[config.mk]
export PLATFORM = sky130hd
export DESIGN_NAME = isp_host_seq
export DESIGN_NICKNAME = d
export VERILOG_FILES = /design/src/rtl/isp_pkg.sv /design/src/rtl/isp_delay.sv /design/src/rtl/isp_frame_shift.sv /design/src/rtl/isp_host_seq.sv
export SDC_FILE = /design/constraint.sdc
export NUM_CORES = 1
export LEC_CHECK = 0
export ABC_AREA = 1
export BUFFER_PORTS_ARGS = -buffer_cell sky130_fd_sc_hd__buf_2
export CORE_MARGIN = 1
export CORE_UTILIZATION = 55
export CTS_CLUSTER_SIZE = 28
export DETAILED_ROUTE_END_ITERATION = 10
export PLACE_DENSITY = 0.81
export SLEW_MARGIN = 5
export SYNTH_ARGS = -nofsm -noshare
export SYNTH_HDL_FRONTEND = slang
export SYNTH_SLANG_ARGS = --single-unit
[constraint.sdc]
create_clock -name clk -period 1.65 [get_ports clk]
set_input_delay 0.165 -clock clk [delete_from_list [all_inputs] [get_ports clk]]
set_output_delay 0.165 -clock clk [all_outputs]
set_load 0.05 [all_outputs]
[src/rtl/isp_pkg.sv]
package isp_pkg;

  typedef enum logic [3:0] {
    S_IDLE,
    S_RST,
    S_BOOT,
    S_EN,
    S_EN_W,
    S_LOAD,
    S_LOAD_W,
    S_WR,
    S_WR_W,
    S_RD,
    S_RD_W,
    S_WAIT
  } seq_state_e;

  typedef enum logic [1:0] {
    ERR_NONE = 2'd0,
    ERR_SYNC = 2'd1,
    ERR_POLL = 2'd2
  } seq_err_e;

  localparam int FRAME_BITS = 32;

endpackage

[src/rtl/isp_delay.sv]
module isp_delay #(
  parameter int W = 8
) (
  input  logic         clk,
  input  logic         rst,
  input  logic         load,
  input  logic [W-1:0] value,
  output logic         zero
);

  logic [W-1:0] cnt_q;

  always_ff @(posedge clk) begin
    if (rst) begin
      cnt_q <= '0;
    end else if (load) begin
      cnt_q <= value;
    end else if (cnt_q != '0) begin
      cnt_q <= cnt_q - 1'b1;
    end
  end

  assign zero = (cnt_q == '0);

endmodule

[src/rtl/isp_frame_shift.sv]
module isp_frame_shift #(
  parameter int SCK_HALF = 4
) (
  input  logic        clk,
  input  logic        rst,
  input  logic        go,
  input  logic [31:0] tx,
  input  logic        miso,
  output logic        sck,
  output logic        mosi,
  output logic        fin,
  output logic [15:0] rx_tail
);

  localparam int DIV_W = $clog2(SCK_HALF + 1);
  localparam int BIT_W = $clog2(isp_pkg::FRAME_BITS);
  localparam logic [DIV_W-1:0] DIV_LAST = DIV_W'(SCK_HALF - 1);
  localparam logic [BIT_W-1:0] BIT_LAST = BIT_W'(isp_pkg::FRAME_BITS - 1);

  logic              act_q;
  logic              sck_q;
  logic              fin_q;
  logic [DIV_W-1:0]  div_q;
  logic [BIT_W-1:0]  bit_q;
  logic [31:0]       sr_q;
  logic [15:0]       rx_q;

  always_ff @(posedge clk) begin
    if (rst) begin
      act_q <= 1'b0;
      sck_q <= 1'b0;
      fin_q <= 1'b0;
      div_q <= '0;
      bit_q <= '0;
      sr_q  <= '0;
      rx_q  <= '0;
    end else begin
      fin_q <= 1'b0;
      if (go && !act_q) begin
        act_q <= 1'b1;
        sck_q <= 1'b0;
        div_q <= '0;
        bit_q <= '0;
        sr_q  <= tx;
        rx_q  <= '0;
      end else if (act_q) begin
        if (div_q == DIV_LAST) begin
          div_q <= '0;
          if (!sck_q) begin
            sck_q <= 1'b1;
          end else begin
            sck_q <= 1'b0;
            rx_q  <= {rx_q[14:0], miso};
            if (bit_q == BIT_LAST) begin
              act_q <= 1'b0;
              fin_q <= 1'b1;
              sr_q  <= '0;
            end else begin
              bit_q <= bit_q + 1'b1;
              sr_q  <= {sr_q[30:0], 1'b0};
            end
          end
        end else begin
          div_q <= div_q + 1'b1;
        end
      end
    end
  end

  assign sck     = sck_q;
  assign mosi    = sr_q[31];
  assign fin     = fin_q;
  assign rx_tail = rx_q;

endmodule

[src/rtl/isp_host_seq.sv]
module isp_host_seq
  import isp_pkg::*;
#(
  parameter int SCK_HALF  = 4,
  parameter int RST_CYC   = 8,
  parameter int BOOT_CYC  = 1_000_000,
  parameter int WAIT_CYC  = 250_000,
  parameter int MAX_TRIES = 4,
  parameter int POLL_MAX  = 64,
  parameter int OFF_W     = 6,
  parameter int PG_W      = 7,
  parameter logic [7:0] OP_EN0   = 8'hAC,
  parameter logic [7:0] OP_EN1   = 8'h53,
  parameter logic [7:0] OP_EN2   = 8'h00,
  parameter logic [7:0] OP_EN3   = 8'h00,
  parameter logic [7:0] OP_LOAD  = 8'h40,
  parameter logic [7:0] OP_WPAGE = 8'h4C,
  parameter logic [7:0] OP_READ  = 8'h20
) (
  input  logic            clk,
  input  logic            rst,
  input  logic            start,
  input  logic [PG_W-1:0] page_sel,
  input  logic            in_valid,
  input  logic [7:0]      in_data,
  output logic            in_ready,
  output logic            sck,
  output logic            mosi,
  input  logic            miso,
  output logic            tgt_reset,
  output logic            busy,
  output logic            done,
  output logic [1:0]      err_code
);

  localparam int T_MAX1 = (BOOT_CYC > WAIT_CYC) ? BOOT_CYC : WAIT_CYC;
  localparam int T_MAX  = (T_MAX1 > RST_CYC) ? T_MAX1 : RST_CYC;
  localparam int TMR_W  = $clog2(T_MAX + 1);
  localparam int TRY_W  = $clog2(MAX_TRIES + 1);
  localparam int POLL_W = $clog2(POLL_MAX + 1);
  localparam logic [OFF_W-1:0] OFF_LAST = {OFF_W{1'b1}};
  localparam logic [TMR_W-1:0] T_RST  = TMR_W'(RST_CYC - 1);
  localparam logic [TMR_W-1:0] T_BOOT = TMR_W'(BOOT_CYC - 1);
  localparam logic [TMR_W-1:0] T_WAIT = TMR_W'(WAIT_CYC - 1);
  localparam logic [TRY_W-1:0] TRY_LAST   = TRY_W'(MAX_TRIES - 1);
  localparam logic [POLL_W-1:0] POLL_LAST = POLL_W'(POLL_MAX - 1);

  seq_state_e        st_q, st_d;
  seq_err_e          err_q, err_d;
  logic [TRY_W-1:0]  tries_q, tries_d;
  logic [POLL_W-1:0] polls_q, polls_d;
  logic [OFF_W-1:0]  off_q, off_d;
  logic [OFF_W-1:0]  poff_q, poff_d;
  logic [7:0]        pval_q, pval_d;
  logic              have_q, have_d;
  logic [PG_W-1:0]   page_q, page_d;
  logic              trst_q, trst_d;
  logic              done_q, done_d;

  logic              sh_go;
  logic [31:0]       sh_tx;
  logic              sh_fin;
  logic [15:0]       sh_rx;
  logic              tmr_ld;
  logic [TMR_W-1:0]  tmr_val;
  logic              tmr_zero;

  isp_frame_shift #(
    .SCK_HALF(SCK_HALF)
  ) u_shift (
    .clk     (clk),
    .rst     (rst),
    .go      (sh_go),
    .tx      (sh_tx),
    .miso    (miso),
    .sck     (sck),
    .mosi    (mosi),
    .fin     (sh_fin),
    .rx_tail (sh_rx)
  );

  isp_delay #(
    .W(TMR_W)
  ) u_delay (
    .clk   (clk),
    .rst   (rst),
    .load  (tmr_ld),
    .value (tmr_val),
    .zero  (tmr_zero)
  );

  always_comb begin
    st_d    = st_q;
    err_d   = err_q;
    tries_d = tries_q;
    polls_d = polls_q;
    off_d   = off_q;
    poff_d  = poff_q;
    pval_d  = pval_q;
    have_d  = have_q;
    page_d  = page_q;
    trst_d  = trst_q;
    done_d  = 1'b0;
    sh_go   = 1'b0;
    sh_tx   = '0;
    tmr_ld  = 1'b0;
    tmr_val = '0;
    unique case (st_q)
      S_IDLE: begin
        if (start) begin
          err_d   = ERR_NONE;
          tries_d = '0;
          page_d  = page_sel;
          trst_d  = 1'b1;
          tmr_ld  = 1'b1;
          tmr_val = T_RST;
          st_d    = S_RST;
        end
      end
      S_RST: begin
        if (tmr_zero) begin
          trst_d  = 1'b0;
          tmr_ld  = 1'b1;
          tmr_val = T_BOOT;
          st_d    = S_BOOT;
        end
      end
      S_BOOT: begin
        if (tmr_zero) st_d = S_EN;
      end
      S_EN: begin
        sh_go = 1'b1;
        sh_tx = {OP_EN0, OP_EN1, OP_EN2, OP_EN3};
        st_d  = S_EN_W;
      end
      S_EN_W: begin
        if (sh_fin) begin
          if (sh_rx[15:8] == OP_EN1) begin
            off_d  = '0;
            have_d = 1'b0;
            st_d   = S_LOAD;
          end else if (tries_q == TRY_LAST) begin
            err_d = ERR_SYNC;
            st_d  = S_IDLE;
          end else begin
            tries_d = tries_q + 1'b1;
            trst_d  = 1'b1;
            tmr_ld  = 1'b1;
            tmr_val = T_RST;
            st_d    = S_RST;
          end
        end
      end
      S_LOAD: begin
        if (in_valid) begin
          sh_go = 1'b1;
          sh_tx = {OP_LOAD, 8'h00, 8'(off_q), in_data};
          if (!have_q && (in_data != 8'hFF)) begin
            have_d = 1'b1;
            poff_d = off_q;
            pval_d = in_data;
          end
          st_d = S_LOAD_W;
        end
      end
      S_LOAD_W: begin
        if (sh_fin) begin
          if (off_q == OFF_LAST) begin
            st_d = S_WR;
          end else begin
            off_d = off_q + 1'b1;
            st_d  = S_LOAD;
          end
        end
      end
      S_WR: begin
        sh_go = 1'b1;
        sh_tx = {OP_WPAGE, 8'(page_q), 16'h0000};
        st_d  = S_WR_W;
      end
      S_WR_W: begin
        if (sh_fin) begin
          if (have_q) begin
            polls_d = '0;
            st_d    = S_RD;
          end else begin
            tmr_ld  = 1'b1;
            tmr_val = T_WAIT;
            st_d    = S_WAIT;
          end
        end
      end
      S_RD: begin
        sh_go = 1'b1;
        sh_tx = {OP_READ, 8'(page_q), 8'(poff_q), 8'h00};
        st_d  = S_RD_W;
      end
      S_RD_W: begin
        if (sh_fin) begin
          if (sh_rx[7:0] == pval_q) begin
            done_d = 1'b1;
            st_d   = S_IDLE;
          end else if (polls_q == POLL_LAST) begin
            err_d = ERR_POLL;
            st_d  = S_IDLE;
          end else begin
            polls_d = polls_q + 1'b1;
            st_d    = S_RD;
          end
        end
      end
      S_WAIT: begin
        if (tmr_zero) begin
          done_d = 1'b1;
          st_d   = S_IDLE;
        end
      end
      default: st_d = S_IDLE;
    endcase
  end

  always_ff @(posedge clk) begin
    if (rst) begin
      st_q    <= S_IDLE;
      err_q   <= ERR_NONE;
      tries_q <= '0;
      polls_q <= '0;
      off_q   <= '0;
      poff_q  <= '0;
      pval_q  <= '0;
      have_q  <= 1'b0;
      page_q  <= '0;
      trst_q  <= 1'b0;
      done_q  <= 1'b0;
    end else begin
      st_q    <= st_d;
      err_q   <= err_d;
      tries_q <= tries_d;
      polls_q <= polls_d;
      off_q   <= off_d;
      poff_q  <= poff_d;
      pval_q  <= pval_d;
      have_q  <= have_d;
      page_q  <= page_d;
      trst_q  <= trst_d;
      done_q  <= done_d;
    end
  end

  assign in_ready  = (st_q == S_LOAD);
  assign busy      = (st_q != S_IDLE);
  assign tgt_reset = trst_q;
  assign done      = done_q;
  assign err_code  = err_q;

endmodule

==> reports/results.ini, run 1 <==
[sta]
fmax_ghz = 0.597
clock_skew_ps = 8.45
fin_ws_ps = -25.6
slew_headroom = 0.622
setup_violations = 11
fin_setup_tns_ps = -134
fin_crit_sh = 1.02
report.final.slew_viol_count = 0
tightest_slew_ps = 567
fin_crit_ps = 1680
rsz0062_at_grt = yes
finalHoldViolCount = 0

[synth]
synth_compound_area_frac = 0.155
synthArstFlopShare = 0
synth_cells = 914
synth_edf_count = 0
yosysSeqAreaShare = 0.402
synth_top_family_by_area = simple AND/OR/NAND/NOR gates
synth.avg_cell_area_um2 = 6.81
synth_nets = 943
muxShareOfSynthArea = 0
yosys.area_share.xor_xnor = 0.0267
synth_adder_area_share = 0.0181
synthFlopType = dfxtp_1
syn_area_um2 = 6220
yosys_warnings = 0
yosys.area_share.simple = 0.319
ys_seq_elements = 125
synth_cell_types = 36

[die]
die_w_um = 108
initial_utilization = 0.569
ios = 28
die_y_um = 108
core_area_um2 = 10900
placementRows = 38
dieArea_um2 = 11700

[cts]
cts_tree = done
cts_buffers = 17
cts.sinks = 125
root_buffer = clkbuf_16
cts_max_level = 4
clk_pin_slew_ps = 60
clk_latency_ps = 430
clk_path_buf_depth = 2

[pwr]
p_leak_nw = 3.42
p_per_area_nw_per_um2 = 1650
p_int_mw = 8.05
peakVddDrop_uv = 1580
p_sw_frac = 0.395
p_sw_mw = 5.26
pwr-share-comb = 0.431
pwr-share-clk = 0.281
total_power_mw = 13.3
pwr-share-seq = 0.288

[worst_hold_path]
hp-class = in -> reg

[setup_path]
cp_max_fo = 7
worstPathRequired_ps = 2010
reg2reg_slack_ps = -30
worstSetupEndpointType = flop
start_kind = flop
worst-setup-path-type = reg -> reg
critPathArrivalTime_ps = 2040

[finish]
drive_gt1_frac = 0.249
n_antenna_cell = 0
syn2layout_area_growth_pct = 29.3
postLayoutCellArea_um2 = 8040
nFillCells = 814
finalNonFillerCells = 1168
fin_nets = 1045

[grt]
antenna_found_initial = 0
grt_pass1_vias = 5937
grt_use_total = 0.292
grt_pass1_wl_mm = 26.6
grt_overflow = 0
grt_max_degree = 48

[placed_design]
placed_cells = 1123
place.gp.congestion = 0.931
dp_hpwl_mm = 10.8
dpl-instance-area_um2 = 6930
dp_slack_ps = -43.1
io_buffers = 27

[status]
violations = setup timing
status = finished, violations left

[route]
drt.antenna.violating_nets = 0
wl_per_cell_um = 14.9
routed_wl_mm = 17.5
vias = 6491
dr.pass1.iters = 5
drc = 0
via_per_inst = 5.56
drt-initial-drc-count = 564

[job]
maxCapViolCount = 0

-- cell usage after synthesis, drive strengths merged, types with 2 or more instances --
cell type,count,area (µm²)
xnor2,8,70.1
nand3b,3,22.5
nand3,50,260
ha,9,113
or2,3,18.8
o22ai,6,37.5
buf,13,103
nor3,11,55.1
a211oi,10,75.1
xor2,11,96.3
inv,87,329
o21ai,51,255
clkbuf,14,52.6
nor2,135,554
a31oi,5,31.3
o21bai,3,22.5
nand4,19,119
a21oi,103,527
clkinv,2,7.51
nand2,243,942
dfxtp,125,2500
-- power by group through the flow --
stage               clock network (mW)  registers [mW]  logic (mW)
floorplan                            0            3.89        3.16
global placement                     0            3.79        4.71
detailed placement                   0            3.80        4.78
CTS                               3.75            3.74        4.94
global route                      3.91            3.87        6.31
finish                            3.73            3.83        5.74
-- metal layers --
layer  GRT usage  up-vias  wire length [µm]
met3      0.0723       66              1130
met2       0.485      255              8410
met5           0        -                 0
li1            -     3199                 -
met1       0.356     2971              7290
met4       0.130        0               633
-- cells in the final DEF (no fill, tap or decap), types with 11 or more instances in the layout --
| master | Yosys | final |
|---|---|---|
| xor2_1 | 11 | 11 |
| o21ai_0 | 49 | 44 |
| nor2_2 | 4 | 26 |
| nand2_2 | 3 | 14 |
| inv_2 | 6 | 11 |
| nor2_1 | 126 | 95 |
| a21oi_1 | 100 | 93 |
| buf_4 | 3 | 70 |
| nand3_1 | 48 | 44 |
| dfxtp_1 | 125 | 111 |
| clkbuf_16 | 0 | 20 |
| nor2_4 | 5 | 14 |
| nand4_1 | 19 | 19 |
| nand2_1 | 237 | 224 |
| buf_2 | 4 | 26 |
| inv_1 | 80 | 73 |
-- cell type report --
cell class	count	area, µm²	share of cell area
clock buffers	18	450	0.0560
clock inverters	13	139	0.0173
inverters	89	353	0.0439
multi-input cells	673	3530	0.439
flip-flops and latches	125	2530	0.315
well taps	140	175	0.0218
repair buffers	110	867	0.108
-- worst max-delay path, stage by stage, from the launching register on --
cell     delay (ps)
dfxtp_1         340
nor2_2          170
nand2_2         100
nor2_4          140
buf_6           120
nand4_1         160
nand2_1         180
nor2_4           70
buf_12          130
nand3_1          60
nand2_1          60
nor2_1           90
-- path summary, 6_finish.rpt --
check | startpoint | cells past startpoint | end
worst max-delay path | u_delay.cnt_q[12] | 11 | u_delay.cnt_q[2]
worst max register to register | u_delay.cnt_q[12] | 11 | u_delay.cnt_q[2]
worst min register to register | page_q[0] | 2 | page_q[0]
worst min-delay path | in_data[6] | 3 | pval_q[6]
-- logic make-up after synthesis --
group / Yosys count
simple gates: 465
compound gates: 180
flops: 125
buf+inv: 116
xor+xnor: 19
fa+ha+maj: 9
-- what timing repair did --
action,4_1_cts,5_1_grt
endpoints found under the setup margin,32,89
gates resized for setup,12,109
gates cloned,0,2
pin swaps,1,24
endpoints found under the hold margin,3,0
buffers inserted,2,7
hold buffers,3,0
-- per-stage QoR --
step	util	hold slack [ps]
3_5_place_dp	0.634	400
6_report	0.736	6.82
2_1_floorplan	-	300
3_3_place_gp	0.634	392
5_1_grt	0.736	11.7
4_1_cts	0.696	3.31
-- state kept, by name (all words and copies together), names as in the netlist, 6 cells and up --
register / count
u_shift.sr_q: 32
u_delay.cnt_q: 20
page_q: 7
polls_q: 7
off_q: 6
u_shift.rx_tail: 16
pval_q: 8
poff_q: 6
No activity file was read; power rests on OpenSTA's default activity.
==> run 2, diff against run 1 <==
--- a/config.mk
+++ b/config.mk
@@ -7,12 +7,13 @@
 export LEC_CHECK = 0
 export ABC_AREA = 1
 export BUFFER_PORTS_ARGS = -buffer_cell sky130_fd_sc_hd__buf_2
+export CORE_ASPECT_RATIO = 0.75
 export CORE_MARGIN = 1
 export CORE_UTILIZATION = 55
 export CTS_CLUSTER_SIZE = 28
 export DETAILED_ROUTE_END_ITERATION = 10
 export PLACE_DENSITY = 0.81
-export SLEW_MARGIN = 5
+export SLEW_MARGIN = 40
 export SYNTH_ARGS = -nofsm -noshare
 export SYNTH_HDL_FRONTEND = slang
 export SYNTH_SLANG_ARGS = --single-unit
==> run 2 against run 1 <==
- the flow still finishes with violations (setup timing)
- clock power is essentially flat
- setup slack lost 95 ps
- first-iteration DRC count grew 51%
- non-clock buffer count grew 21
- routed wire length grew 9.4%
- flip-flop and latch count is the same
- die area is essentially flat
- critical path depth is the same
- clock skew grew 0.98 ps
- largest power group unchanged
==> reports/results.ini, run 2 (synthesis gave the netlist of run 1 again) <==
[setup_path]
worstSetupEndpointType = flop
reg2reg_from = u_delay.cnt_q[0]
reg2regPathDepth = 11
reg2reg_slack_ps = -120
critPathArrivalTime_ps = 2060
cpPeakStageDelay_ps = 380
slowest_stage = dfxtp_1
start_kind = flop
worstPathRequired_ps = 1940
worst-setup-path-type = reg -> reg
crit_start = u_delay.cnt_q[0]
cp_common_cell = nand2_1
cp_max_fo = 5
r2r-end = u_delay.cnt_q[2]
cp-endpoint = u_delay.cnt_q[2]
cp_cell_sequence = inv_1, ha_2, nand2_1, nor2_2, nand4_1, nand2_2, nor2_4, buf_12, nand3_1, nand2_1, nor2_1

[sta]
fin_crit_ps = 1770
rsz0062_at_grt = yes
finalHoldViolCount = 0
fin_ws_ps = -120
fin_hold_ws_ps = 18.6
tightest_slew_ps = 558
slew_headroom = 0.628
clock_skew_ps = 9.43
fmax_ghz = 0.565
setup_violations = 34
fin_crit_sh = 1.07
report.final.slew_viol_count = 0
fin_setup_tns_ps = -695

[pwr]
p_per_area_nw_per_um2 = 1690
peakVddDrop_uv = 936
p_leak_nw = 3.53

[cts]
cts_max_level = 4
cts_buffers = 17
clk_latency_ps = 420
cts_tree = done
root_buffer = clkbuf_16
cts.sinks = 125
clk_pin_slew_ps = 60
clk_path_buf_depth = 2

[die]
die_y_um = 94.1
initial_utilization = 0.566
placementRows = 33
die_w_um = 125
core_area_um2 = 11000
dieArea_um2 = 11700
ios = 28

[worst_hold_path]
hp-class = in -> reg

[finish]
final_cell_mix = 220 x nand2_1, 107 x dfxtp_1, 100 x nor2_1, 87 x a21oi_1, 87 x buf_4
final_common_cell = nand2_1
regMostFlops = u_shift.sr_q
postLayoutCellArea_um2 = 8300
drive_gt1_frac = 0.283
syn2layout_area_growth_pct = 33.4
fin_nets = 1067
n_antenna_cell = 0
fin_util = 0.756
largest_reg_flops = 32

[status]
violations = setup timing
status = finished, violations left

[placed_design]
dpl-instance-area_um2 = 7020
dp_slack_ps = -68.0
dp_hpwl_mm = 11.4
place.gp.congestion = 0.935
io_buffers = 27

[route]
dr.pass1.iters = 7
vias = 6834
wl_per_cell_um = 16.0
drt.antenna.violating_nets = 0
via_per_inst = 5.74
drc = 0
drt-initial-drc-count = 854
routed_wl_mm = 19.1

[grt]
grt_use_total = 0.296
grt_pass1_vias = 5844
grt_overflow = 0
antenna_found_initial = 0
grt_max_degree = 48
grt_pass1_wl_mm = 27.8

[job]
maxCapViolCount = 0

-- run 2: cell count changes in the layout (fill, tap and decap cells not counted), moves of 4 or more --
cell     change
dfxtp_1      -4
nand2_1      -4
a21oi_1      -6
buf_4       +17
buf_6        +5
nor2_2       -5
nor2_1       +5
dfxtp_2      +4
a21oi_2      +7
nand2_4      +4
nand3_1      -4
-- run 2: report_power, final --
group	internal [mW]	total, mW	switching (mW)	leakage [nW]
Sequential	3.48	3.86	0.386	1.02
Clock	2.31	3.76	1.45	0.283
Combinational	2.51	6.38	3.87	2.22
Total	8.30	14.0	5.70	3.53
-- run 2: metal layers --
layer / global-route usage / wire length [µm] / vias up
met5: 0 / 0 / -
met4: 0.118 / 475 / 0
met3: 0.0507 / 1650 / 56
met2: 0.470 / 8880 / 392
met1: 0.402 / 8100 / 3153
li1: - / - / 3233
-- run 2: layout make-up --
type	count	area, µm²
clock inverters	12	136
inverters	89	348
repair buffers	131	1040
well taps	140	175
multi-input cells	674	3610
fillers	735	2690
clock buffers	20	457
flip-flops and latches	125	2530
-- run 2: how the worst min path moves through the flow --
stage                     start  depth (start not counted)  slack, ps              end
finish               in_data[5]                          3         20  u_shift.sr_q[5]
floorplan           page_sel[2]                          2        300        page_q[2]
CTS                  in_data[5]                          3          9  u_shift.sr_q[5]
global placement    page_sel[2]                          3        400        page_q[2]
detailed placement  page_sel[2]                          3        400        page_q[2]
global route         in_data[6]                          3         30  u_shift.sr_q[6]
-- run 2: repair_timing --
action                                  4_1_cts  5_1_grt
pin swaps                                     3       35
endpoints found under the hold margin         3        0
endpoints found under the setup margin       20      100
hold buffers                                  3        0
cloned                                        0        3
setup buffers                                 3       16
resized for setup                            13      131
-- run 2: per-stage QoR --
step,instances,power [mW]
floorplan,914,7.04
global placement,1134,8.55
detailed placement,1134,8.63
CTS,1172,12.6
global route,1191,14.7
finish,1191,14.0
-- run 2: worst max-delay path: cells and delay by family (launching register included) --
kind	cells	cell delay, ps
adder cells (fa/ha/maj)	1	210
buffers and inverters	2	240
flip-flops	1	380
AND/OR/NAND/NOR	8	810
==> run 3, diff against run 2 <==
--- a/config.mk
+++ b/config.mk
@@ -5,8 +5,9 @@
 export SDC_FILE = /design/constraint.sdc
 export NUM_CORES = 1
 export LEC_CHECK = 0
-export ABC_AREA = 1
+export ABC_AREA = 0
 export BUFFER_PORTS_ARGS = -buffer_cell sky130_fd_sc_hd__buf_2
+export CAP_MARGIN = 15
 export CORE_ASPECT_RATIO = 0.75
 export CORE_MARGIN = 1
 export CORE_UTILIZATION = 55
==> run 3 against run 2 <==
- the flow now stops in global routing (5_1_grt)
- synthesized cell count down 24%
- synthesized area down 5.3%
==> reports/results.ini, run 3 <==
[placed_design]
placed_cells = 952
io_buffers = 27
dp_hpwl_mm = 12.1
place.gp.congestion = 0.997

[sta]
repair-timing-grt-worst-ep = u_delay.cnt_q[10]$_SDFFE_PP0P_/D
worst_path_end_type = register input

[die]
die_y_um = 91.6
die_w_um = 122
initial_utilization = 0.568
ios = 28
placementRows = 32

[synth]
synth_nets = 724
yosysMostFrequentCell = dfxtp_1
netlist_top_cells_count = 125 x dfxtp_1, 77 x nor2_1, 69 x nand2_1
synth_edf_count = 0
synthFlopType = dfxtp_1
ys_seq_elements = 125
yosysTopAreaCell = dfxtp_1
synthDominantCellAreaShare = 0.425
synth.avg_cell_area_um2 = 8.48
synth_cell_types = 54
yosys_warnings = 0
synth_cells = 695
yosysSeqAreaShare = 0.425
synth_area_leaders = dfxtp_1 42%, a21oi_1 5.2%, mux2i_1 5.1%
syn_area_um2 = 5890
synthArstFlopShare = 0

[status]
stop_stage = global routing (5_1_grt)
error = [ERROR GRT-0232] Routing congestion too high. Check the congestion heatmap in the GUI.
status = did not finish

[grt]
grt_use_total = 0.747
grt_max_degree = 73
grt_overflow = 47

[cts]
cts.sinks = 125
root_buffer = clkbuf_16
clk_path_buf_depth = 2
cts_buffers = 17
cts_max_level = 4

run 3: metal layers:
metal / GRT usage / GRT overflow
met1: 0.781 / 0
met2: 0.918 / 20
met3: 0.563 / 0
met4: 0.720 / 27
met5: 0.139 / 0
run 3: per-stage QoR:
| stage | worst slack [ps] | hold WS (ps) | utilization | instance area [µm²] |
|---|---|---|---|---|
| after floorplan | -478 | 300 | - | 6350 |
| after CTS | -408 | 5.65 | 0.863 | 8940 |
| after detailed placement | -495 | 403 | 0.717 | 7440 |
| after global placement | -397 | 393 | 0.717 | 7440 |
run 3: repair_timing:
action                                  4_1_cts
endpoints found under the setup margin      117
hold buffers                                  5
endpoints found under the hold margin         5
cloned                                        4
resized for setup                           125
buffers inserted                             29
pin swaps                                    58
run 3: cell families after synthesis:
logic type / count (synthesis) / synth area share
multiplexers: 31 / 0.0529
XOR/XNOR: 30 / 0.0446
AO/OA/AOI/OAI: 165 / 0.186
buffers and inverters: 54 / 0.0361
adder cells (fa/ha/maj): 9 / 0.0191
AND/OR/NAND/NOR: 281 / 0.237
flip-flops: 125 / 0.425
==> run 4, diff against run 3 <==
--- a/config.mk
+++ b/config.mk
@@ -8,12 +8,10 @@
 export ABC_AREA = 0
 export BUFFER_PORTS_ARGS = -buffer_cell sky130_fd_sc_hd__buf_2
 export CAP_MARGIN = 15
-export CORE_ASPECT_RATIO = 0.75
 export CORE_MARGIN = 1
-export CORE_UTILIZATION = 55
-export CTS_CLUSTER_SIZE = 28
+export CORE_UTILIZATION = 40
 export DETAILED_ROUTE_END_ITERATION = 10
-export PLACE_DENSITY = 0.81
+export PLACE_DENSITY_LB_ADDON = 0.15
 export SLEW_MARGIN = 40
 export SYNTH_ARGS = -nofsm -noshare
 export SYNTH_HDL_FRONTEND = slang
==> constraint.sdc (replaced) <==
create_clock -name clk -period 2.1 [get_ports clk]
set_input_delay 0.21 -clock clk [delete_from_list [all_inputs] [get_ports clk]]
set_output_delay 0.21 -clock clk [all_outputs]
set_load 0.05 [all_outputs]
==> run 4 against run 3 <==
- synthesized area unchanged
- the run now ends clean
- synthesized cell count unchanged
==> reports/results.ini, run 4 <==
[status]
status = finished clean

[synth]
netlist_top_cells_count = 125 x dfxtp_1, 77 x nor2_1, 69 x nand2_1
ys_seq_elements = 125
synth_cell_types = 54
synth_top_family_by_area = simple AND/OR/NAND/NOR gates
syn_area_um2 = 5890
synthFlopType = dfxtp_1
synth_area_leaders = dfxtp_1 42%, a21oi_1 5.2%, mux2i_1 5.1%
yosys.area_share.simple = 0.237
yosysSeqAreaShare = 0.425
synth_compound_area_frac = 0.186
synth.avg_cell_area_um2 = 8.48
yosysTopAreaCell = dfxtp_1
muxShareOfSynthArea = 0.0529
yosysMostFrequentCell = dfxtp_1
synth_adder_area_share = 0.0191
synthArstFlopShare = 0
synth_edf_count = 0
synth_nets = 724
synth_cells = 695
yosys_warnings = 0
synthDominantCellAreaShare = 0.425
yosys.area_share.xor_xnor = 0.0446

[cts]
cts_tree = done
cts_buffers = 17
cts_max_level = 4
root_buffer = clkbuf_16
ctsHoldBuffers = 0
postCtsSetupBuffers = 0
cts.sinks = 125
clk_path_buf_depth = 2
clk_latency_ps = 420
clk_pin_slew_ps = 60

[finish]
fin_nets = 791
final_cell_mix = 125 x dfxtp_1, 77 x nor2_1, 69 x nand2_1, 62 x buf_4, 60 x a21oi_1
final_common_cell = dfxtp_1
drive_gt1_frac = 0.192
regMostFlops = u_shift.sr_q
fin_util = 0.515
n_antenna_cell = 0
largest_reg_flops = 32
postLayoutCellArea_um2 = 7290
syn2layout_area_growth_pct = 23.7

[die]
core_area_um2 = 14100
initial_utilization = 0.416
die_y_um = 123
placementRows = 43
dieArea_um2 = 15200
die_w_um = 123
ios = 28

[route]
drt-initial-drc-count = 477
vias = 5323
routed_wl_mm = 15.0
drt.antenna.violating_nets = 0
dr.pass1.iters = 5
via_per_inst = 5.57
wl_per_cell_um = 15.8
drc = 0

[sta]
setup_violations = 0
finalHoldViolCount = 0
fmax_ghz = 0.487
fin_ws_ps = 48.1
fin_crit_sh = 0.977
slew_headroom = 0.674
clock_skew_ps = 7.22
fin_crit_ps = 2050
report.final.slew_viol_count = 0
tightest_slew_ps = 486
rsz0062_at_grt = yes

[pwr]
pwr-share-comb = 0.369
p_leak_nw = 2.86
p_per_area_nw_per_um2 = 1290
p_sw_frac = 0.341
total_power_mw = 9.43
pwr-share-clk = 0.326
p_int_mw = 6.22
peakVddDrop_uv = 661
pwr-share-seq = 0.305
p_sw_mw = 3.21

[grt]
grt_max_degree = 73
antenna_found_initial = 0
grt_pass1_vias = 5150
grt_overflow = 0
grt_pass1_wl_mm = 24.9
grt_use_total = 0.211

[placed_design]
place.gp.congestion = 0.917
dp_slack_ps = 17.1
dp_hpwl_mm = 10.6
io_buffers = 27
dpl-instance-area_um2 = 6590

[worst_hold_path]
hp-class = in -> reg

[setup_path]
worstPathRequired_ps = 2390
worstSetupEndpointType = flop
cp_max_fo = 4
worst-setup-path-type = reg -> reg
start_kind = flop
critPathArrivalTime_ps = 2340

[job]
maxCapViolCount = 0

-- run 4: cell families (layout without fill, tap and decap cells) --
family                     after synthesis  count (layout)
AOI/OAI and AO/OA                      165             165
xor gates and xnor gates                30              30
adders and majority gates                9               9
buffers and inverters                   54             134
DFF                                    125             125
muxes                                   31              31
and+or+nand+nor                        281             281
-- run 4: per-stage QoR --
| stage | hold slack, ps | setup TNS, ps | std cells |
|---|---|---|---|
| 5_1_grt | 29.1 | -36.2 | 955 |
| 6_report | 22.3 | 0 | 955 |
| 2_1_floorplan | 346 | -253 | 695 |
| 3_3_place_gp | 414 | 0 | 923 |
| 3_5_place_dp | 420 | 0 | 923 |
| 4_1_cts | 4.87 | 0 | 955 |
-- run 4: final cells by class --
class	count	area, µm²
fill	1313	6860
multi-input combinational	516	3270
sequential	125	2500
timing repair buffer	91	632
clock buffer	21	450
tap	180	225
clock inverter	11	166
inverter	11	45.0
-- run 4: routing by layer --
| layer | global-route usage | vias up | share of wire |
|---|---|---|---|
| li1 | - | 2665 | - |
| met3 | 0.0521 | 14 | 0.033 |
| met5 | 0 | - | 0 |
| met2 | 0.341 | 88 | 0.47 |
| met4 | 0.0640 | 0 | 0.011 |
| met1 | 0.277 | 2556 | 0.49 |
-- run 4: path summary, 6_finish.rpt --
check | from | to | slack, ps | cells past startpoint
max | u_delay.cnt_q[8] | u_delay.cnt_q[4] | 50 | 5
min | page_sel[5] | page_q[5] | 20 | 3
max reg2reg | u_delay.cnt_q[8] | u_delay.cnt_q[4] | 50 | 5
min reg2reg | polls_q[6] | polls_q[6] | 430 | 2
-- run 4: critical path: stages, from the launching register on --
cell and delay [ps]:
dfxtp_1 320, or4_4 580, nor4_4 350, nand2_1 210, o211ai_1 380, a21oi_1 80
-- run 4: timing repair --
action,in CTS,in global routing
endpoints found under the setup margin,1,41
gates cloned,0,0
pin swaps,0,1
resized for setup,1,18
-- run 4: power groups by stage --
stage / Clock, mW / Combinational (mW) / Sequential, mW
after floorplan: 0 / 2.22 / 2.88
after global placement: 0 / 3.17 / 2.89
after detailed placement: 0 / 3.22 / 2.90
after CTS: 3.14 / 3.26 / 2.86
after global routing: 3.24 / 3.80 / 2.91
final: 3.07 / 3.48 / 2.88
